[config.mk]
export PLATFORM = sky130hd
export DESIGN_NAME = alarm_match
export DESIGN_NICKNAME = d
export VERILOG_FILES = /design/src/rtl/alarm_match.sv
export SDC_FILE = /design/constraint.sdc
export NUM_CORES = 1
export LEC_CHECK = 0
export BUFFER_PORTS_ARGS = -buffer_cell sky130_fd_sc_hd__buf_2
export CORE_MARGIN = 4
export CORE_UTILIZATION = 58
export DETAILED_ROUTE_END_ITERATION = 10
export GPL_ROUTABILITY_DRIVEN = 0
export HOLD_SLACK_MARGIN = 0.12
export PLACE_DENSITY = 0.89
export SETUP_SLACK_MARGIN = 0.05
export SLEW_MARGIN = 5
export SYNTH_ARGS = -nofsm -noshare
export SYNTH_HDL_FRONTEND = slang
export SYNTH_SLANG_ARGS = --single-unit
[constraint.sdc]
create_clock -name clk -period 4.9 [get_ports clk]
set_input_delay 0.49 -clock clk [delete_from_list [all_inputs] [get_ports clk]]
set_output_delay 0.49 -clock clk [all_outputs]
set_load 0.1 [all_outputs]
[src/rtl/alarm_match.sv]
module alarm_match #(
  parameter int SEL_W = 3
) (
  input  logic             clk,
  input  logic             rst_n,
  input  logic             wr_en,
  input  logic [SEL_W-1:0] wr_sel,
  input  logic [7:0]       wr_data,
  input  logic [SEL_W-1:0] rd_sel,
  output logic [7:0]       rd_data,
  input  logic             tick,
  input  logic [7:0]       tod_sec,
  input  logic [7:0]       tod_min,
  input  logic [7:0]       tod_hour,
  input  logic [7:0]       tod_date,
  output logic             irq
);

  logic [7:0] a_sec, a_min, a_hour, a_date, ctl;
  logic       match;

  function automatic logic [6:0] bcd_val(input logic [2:0] t, input logic [3:0] o);
    return 7'(t) * 7'd10 + 7'(o);
  endfunction

  wire [6:0] v7 = bcd_val(wr_data[6:4], wr_data[3:0]);
  wire [6:0] v6 = bcd_val({1'b0, wr_data[5:4]}, wr_data[3:0]);
  wire ok_ms   = v7 <= 7'd59;
  wire ok_hour = v6 <= 7'd23;
  wire ok_date = v6 != 7'd0;

  always_ff @(posedge clk) begin
    if (!rst_n) begin
      a_sec  <= '0;
      a_min  <= '0;
      a_hour <= '0;
      a_date <= '0;
      ctl    <= '0;
    end else if (wr_en) begin
      case (wr_sel)
        3'd0: if (ok_ms)   a_sec  <= wr_data;
        3'd1: if (ok_ms)   a_min  <= wr_data;
        3'd2: if (ok_hour) a_hour <= wr_data;
        3'd3: if (ok_date) a_date <= wr_data;
        3'd4: ctl <= wr_data;
        default: ;
      endcase
    end
  end

  always_comb begin
    case (rd_sel)
      3'd0:    rd_data = a_sec;
      3'd1:    rd_data = a_min;
      3'd2:    rd_data = a_hour;
      3'd3:    rd_data = a_date;
      3'd4:    rd_data = ctl;
      default: rd_data = '0;
    endcase
  end

  wire eq_s = a_sec[6:0]  == tod_sec[6:0];
  wire eq_m = a_min[6:0]  == tod_min[6:0];
  wire eq_h = a_hour[5:0] == tod_hour[5:0];
  wire eq_d = a_date[5:0] == tod_date[5:0];

  always_comb begin
    case ({a_date[7], a_hour[7], a_min[7], a_sec[7]})
      4'b0000: match = eq_d & eq_h & eq_m & eq_s;
      4'b1000: match = eq_h & eq_m & eq_s;
      4'b1100: match = eq_m & eq_s;
      4'b1110: match = eq_s;
      default: match = 1'b1;
    endcase
  end

  always_ff @(posedge clk) begin
    if (!rst_n) irq <= 1'b0;
    else        irq <= tick & match & ctl[7] & ~irq;
  end

endmodule


# Word level (Yosys, flattened, before mapping)
# Index checks and enable logic that the tools add are counted.
# op_classes
bitwise_logic	10
n_reduce_logical	9
mul	2
add_sub_neg	2
muxes	2
magnitude_cmp	2
eq_ne	15
# ops
operator	n
$pmux 8 s5	1
$eq 7x7->1	2
$eq 3x2->1 const B	4
$eq 4x4->1 const B	3
$eq 6x6->1	2
$reduce_and 3->1	4
$and 1x1->1	9
$add 6x4->7	1
$add 7x4->7	1
$le 7x5->1 const B	1
$le 7x6->1 const B	1
$reduce_bool 7->1	1
$eq 3x1->1 const B	2
$eq 3x3->1 const B	2
$logic_not 3->1	2
$mul 3x3->6 const B	1
$mul 2x3->5 const B	1
$logic_not 4->1	1
$pmux 1 s4	1
$reduce_and 2->1	1
$not 1->1	1
# word_totals
elab_cells	48
ff_bits	41
out_inout_bits	9
in_bits	50

# Logic depth before layout (Yosys ltp)
# depth
depth_word	8
mapped_depth	8
mapped_depth_nobuf	8

# Worst setup path before layout
# No wires, ideal clock.
# synth_timing
kind	input to output
startpoint	input port rd_sel[1]
endpoint	output port rd_data[1]
setup_slack_ns	1.378
required_ns	4.410
stages	4
arrival_time_ns	3.032
path_buffers	1
cell_sequence	clkbuf_1 > mux4_2 > inv_1 > o21ai_0
# synth_via
elab_chain_len	2
elab_cells_between_ends	6
cone_classes	eq/ne (4); mux (1); reduce/logical (1)
# synth_lines
item	line	rtl
start: declaration	9	input logic [SEL_W-1:0] rd_sel,
$eq 3x3->1 (tied with other cells)	52	case (rd_sel)
$pmux 8 s5 (*)	52	
end: declaration	10	output logic [7:0] rd_data,
# Mark *: on every way between the ends. The rest lies on a longest branch, timed or not.

# Worst setup path in the final report
# layout_timing
startpoint	input port rd_sel[0]
endpoint	output port rd_data[6]
# The elaborated chain is that of the path after synthesis.

==> qor.csv <==
metric;value;unit
cp_top_family;buffers and inverters;
seq_area_frac_synth;33.2;%
min_from;a_hour[6]$_SDFFE_PN0P_;
path_cells;buf_2 > nor2b_1 > a22oi_1 > o22ai_1 > buf_2;
synth_ff_type;dfxtp_1;
dp_hpwl;4.72;mm
worstMarginPinSlew;0.779;ns
power_density;252;nW/µm²
diodes;0;
insertion_delay;0.30;ns
cp_num_buf_inv;2;
grt_pass1_wl;9.99;mm
die_w;73.3;µm
synth_edf_count;0;
syn_inst;264;
path_class;in2out;
syn_nets;322;
drt_pre_antenna_iters;5;
drive_above_1_share;24.7;%
slew_viol_final;0;
outcome;finished, final reports clean;
core_area;4060;µm²
fp-row-count;23;
cts_root_buf;clkbuf_8;
wire_per_inst;17.5;µm
max-clock-path-buffers;2;
syn-cell-area;2470;µm²
vias;2153;
crit_slowest_cell;nor2b_1;
synth_cell_type_count;44;
r2r-start;a_min[4]$_SDFFE_PN0P_;
met3WireLength;434;µm
critPathMostFrequentCell;buf_2;
critPathCaptureType;output pin;
crit_fanout;12;
hold_buffers;0;
ant_nets;0;
syn_to_final_growth;15.4;%
synth.avg_cell_area;9.37;µm²
finalSetupTns;0;ns
ys_async_sr_fraction;0;%
dieArea;5370;µm²
slowest_delay;0.56;ns
finalCritPeriodShare;55.0;%
instances_no_fill;362;
antenna_found_initial;0;
grt_pass1_vias;2135;
start_util;61.0;%
ys_seq_elements;41;
max_slew_margin;48.1;%
reg2reg_setup_slack;3.21;ns
fin_skew;0.00629;ns
path_clk_slew;0.08;ns
whs;0.471;ns
rsz0062_at_grt;no;
dp.cells;354;
cts_tree;done;
hold_path.class;reg2reg;
vias_per_cell;5.95;
drc;0;
io_pins;59;
grt_usage;24.6;%
cts_resized;0;
fp.dieH;73.3;µm
fmax;371;MHz
cts_buffers;5;
drt-initial-drc-count;263;
p_leak;1.10;nW
port_buffers;52;
dr_wl_met2;3.09;mm
post_cts_buffers;0;
cp.arrival;2.21;ns
wirelength;6.35;mm
finalCriticalPeriod;2.70;ns
yosys_warnings;0;
route.layer.met1.wl;2.67;mm
irDropWorstVdd;0.000185;V
grt.overflow.total;0;
top_layer;met4;
worstPathRequired;4.41;ns
start_kind;input pin;
cts.htree.levels;2;
startpoint;rd_sel[0];
maxCapViolations;0;
setup_viol;0;
clock-sinks;41;
final_net_count;369;
grt_max_degree;51;
finalHoldViolations;0;
-- logic make-up (layout without fill, tap and decap cells) --
| kind of cell | Yosys count | in the layout | share of synthesized area [%] |
|---|---|---|---|
| AOI/OAI and AO/OA | 43 | 43 | 13.5 |
| xor gates and xnor gates | 27 | 27 | 9.56 |
| adders and majority gates | 8 | 8 | 4.35 |
| buffers and inverters | 16 | 64 | 2.78 |
| DFF | 41 | 41 | 33.2 |
| muxes | 46 | 46 | 19.4 |
| and+or+nand+nor | 83 | 83 | 17.2 |
-- power breakdown --
group	total, mW	switching [mW]	internal, mW
combinational	0.128	0.0774	0.0510
sequential	0.346	0.00634	0.340
clock	0.246	0.118	0.127
-- cells in the final DEF, fill, tap and decap left out, types with 2 or more instances in the layout --
cell type  synthesis  routed
o22ai_1            7       7
nor2_1             5       5
nand4_1            2       2
ha_1               7       7
a21oi_4            2       2
buf_2              1      52
xor2_1            19      19
mux2i_1           39      39
dfxtp_1           41      41
nor2b_1           19      19
nor3_1             2       2
o21ai_0            6       6
inv_1              3       3
xnor2_1            8       8
a22oi_1           14      14
nor4_1             3       3
a21oi_1            5       5
nand2_1           37      37
mux2_2             6       6
nand3_1            5       5
clkbuf_8           0       7
-- state kept, by name, indices dropped and copies added (netlist names) --
name    count
a_hour      8
a_date      8
a_min       8
irq         1
ctl         8
a_sec       8
-- metal layers --
layer / track usage (%) / vias up
met1: 31.5 / 1013
met5: 0 / -
li1: - / 1035
met2: 40.4 / 93
met3: 4.38 / 12
met4: 11.1 / 0
-- cell usage after synthesis (2+ instances only) --
cell type | count | area, µm²
nand3_1 | 5 | 25.0
mux2i_1 | 39 | 390
nor4_1 | 3 | 18.8
nand2_1 | 37 | 139
inv_1 | 3 | 11.3
clkbuf_1 | 9 | 33.8
o22ai_1 | 7 | 43.8
nor2b_1 | 19 | 119
nor3_1 | 2 | 10.0
dfxtp_1 | 41 | 821
buf_1 | 2 | 7.51
xor2_1 | 19 | 166
a22oi_1 | 14 | 105
nand4_1 | 2 | 12.5
a21oi_1 | 5 | 25.0
xnor2_1 | 8 | 70.1
o21ai_0 | 6 | 30.0
a21oi_4 | 2 | 32.5
ha_1 | 7 | 87.6
mux2_2 | 6 | 67.6
nor2_1 | 5 | 18.8
-- stage by stage --
stage	utilization (%)	power (mW)	area, µm²	setup WS [ns]
after floorplan	-	0.437	2470	1.38
after global placement	67.8	0.476	2750	2.10
after detailed placement	67.8	0.481	2750	2.09
after CTS	70.3	0.719	2850	2.26
after global routing	70.3	0.748	2850	2.08
final	70.3	0.720	2850	2.20
-- worst reg2reg max path, stage by stage, from the launching register on --
cell and delay (ns):
dfxtp_1 0.36, xor2_1 0.18, nor4_1 0.44, a22o_1 0.19
o21ai_0 0.09, o41ai_1 0.34
-- path summary, 6_finish.rpt --
check,end,depth (start not counted)
max reg2reg,irq$_SDFF_PN0_,5
min reg2reg,a_hour[6]$_SDFFE_PN0P_,2
min,a_hour[6]$_SDFFE_PN0P_,2
max,rd_data[6],5
-- layout make-up --
class	count	area (µm²)
multi-input combinational	207	1590
fill	312	1200
sequential	41	821
timing repair buffer	53	268
clock buffer	7	96.3
tap	50	62.6
inverter	3	11.3
clock inverter	1	5.00
Note: power is estimated with default switching activity, not from simulation.
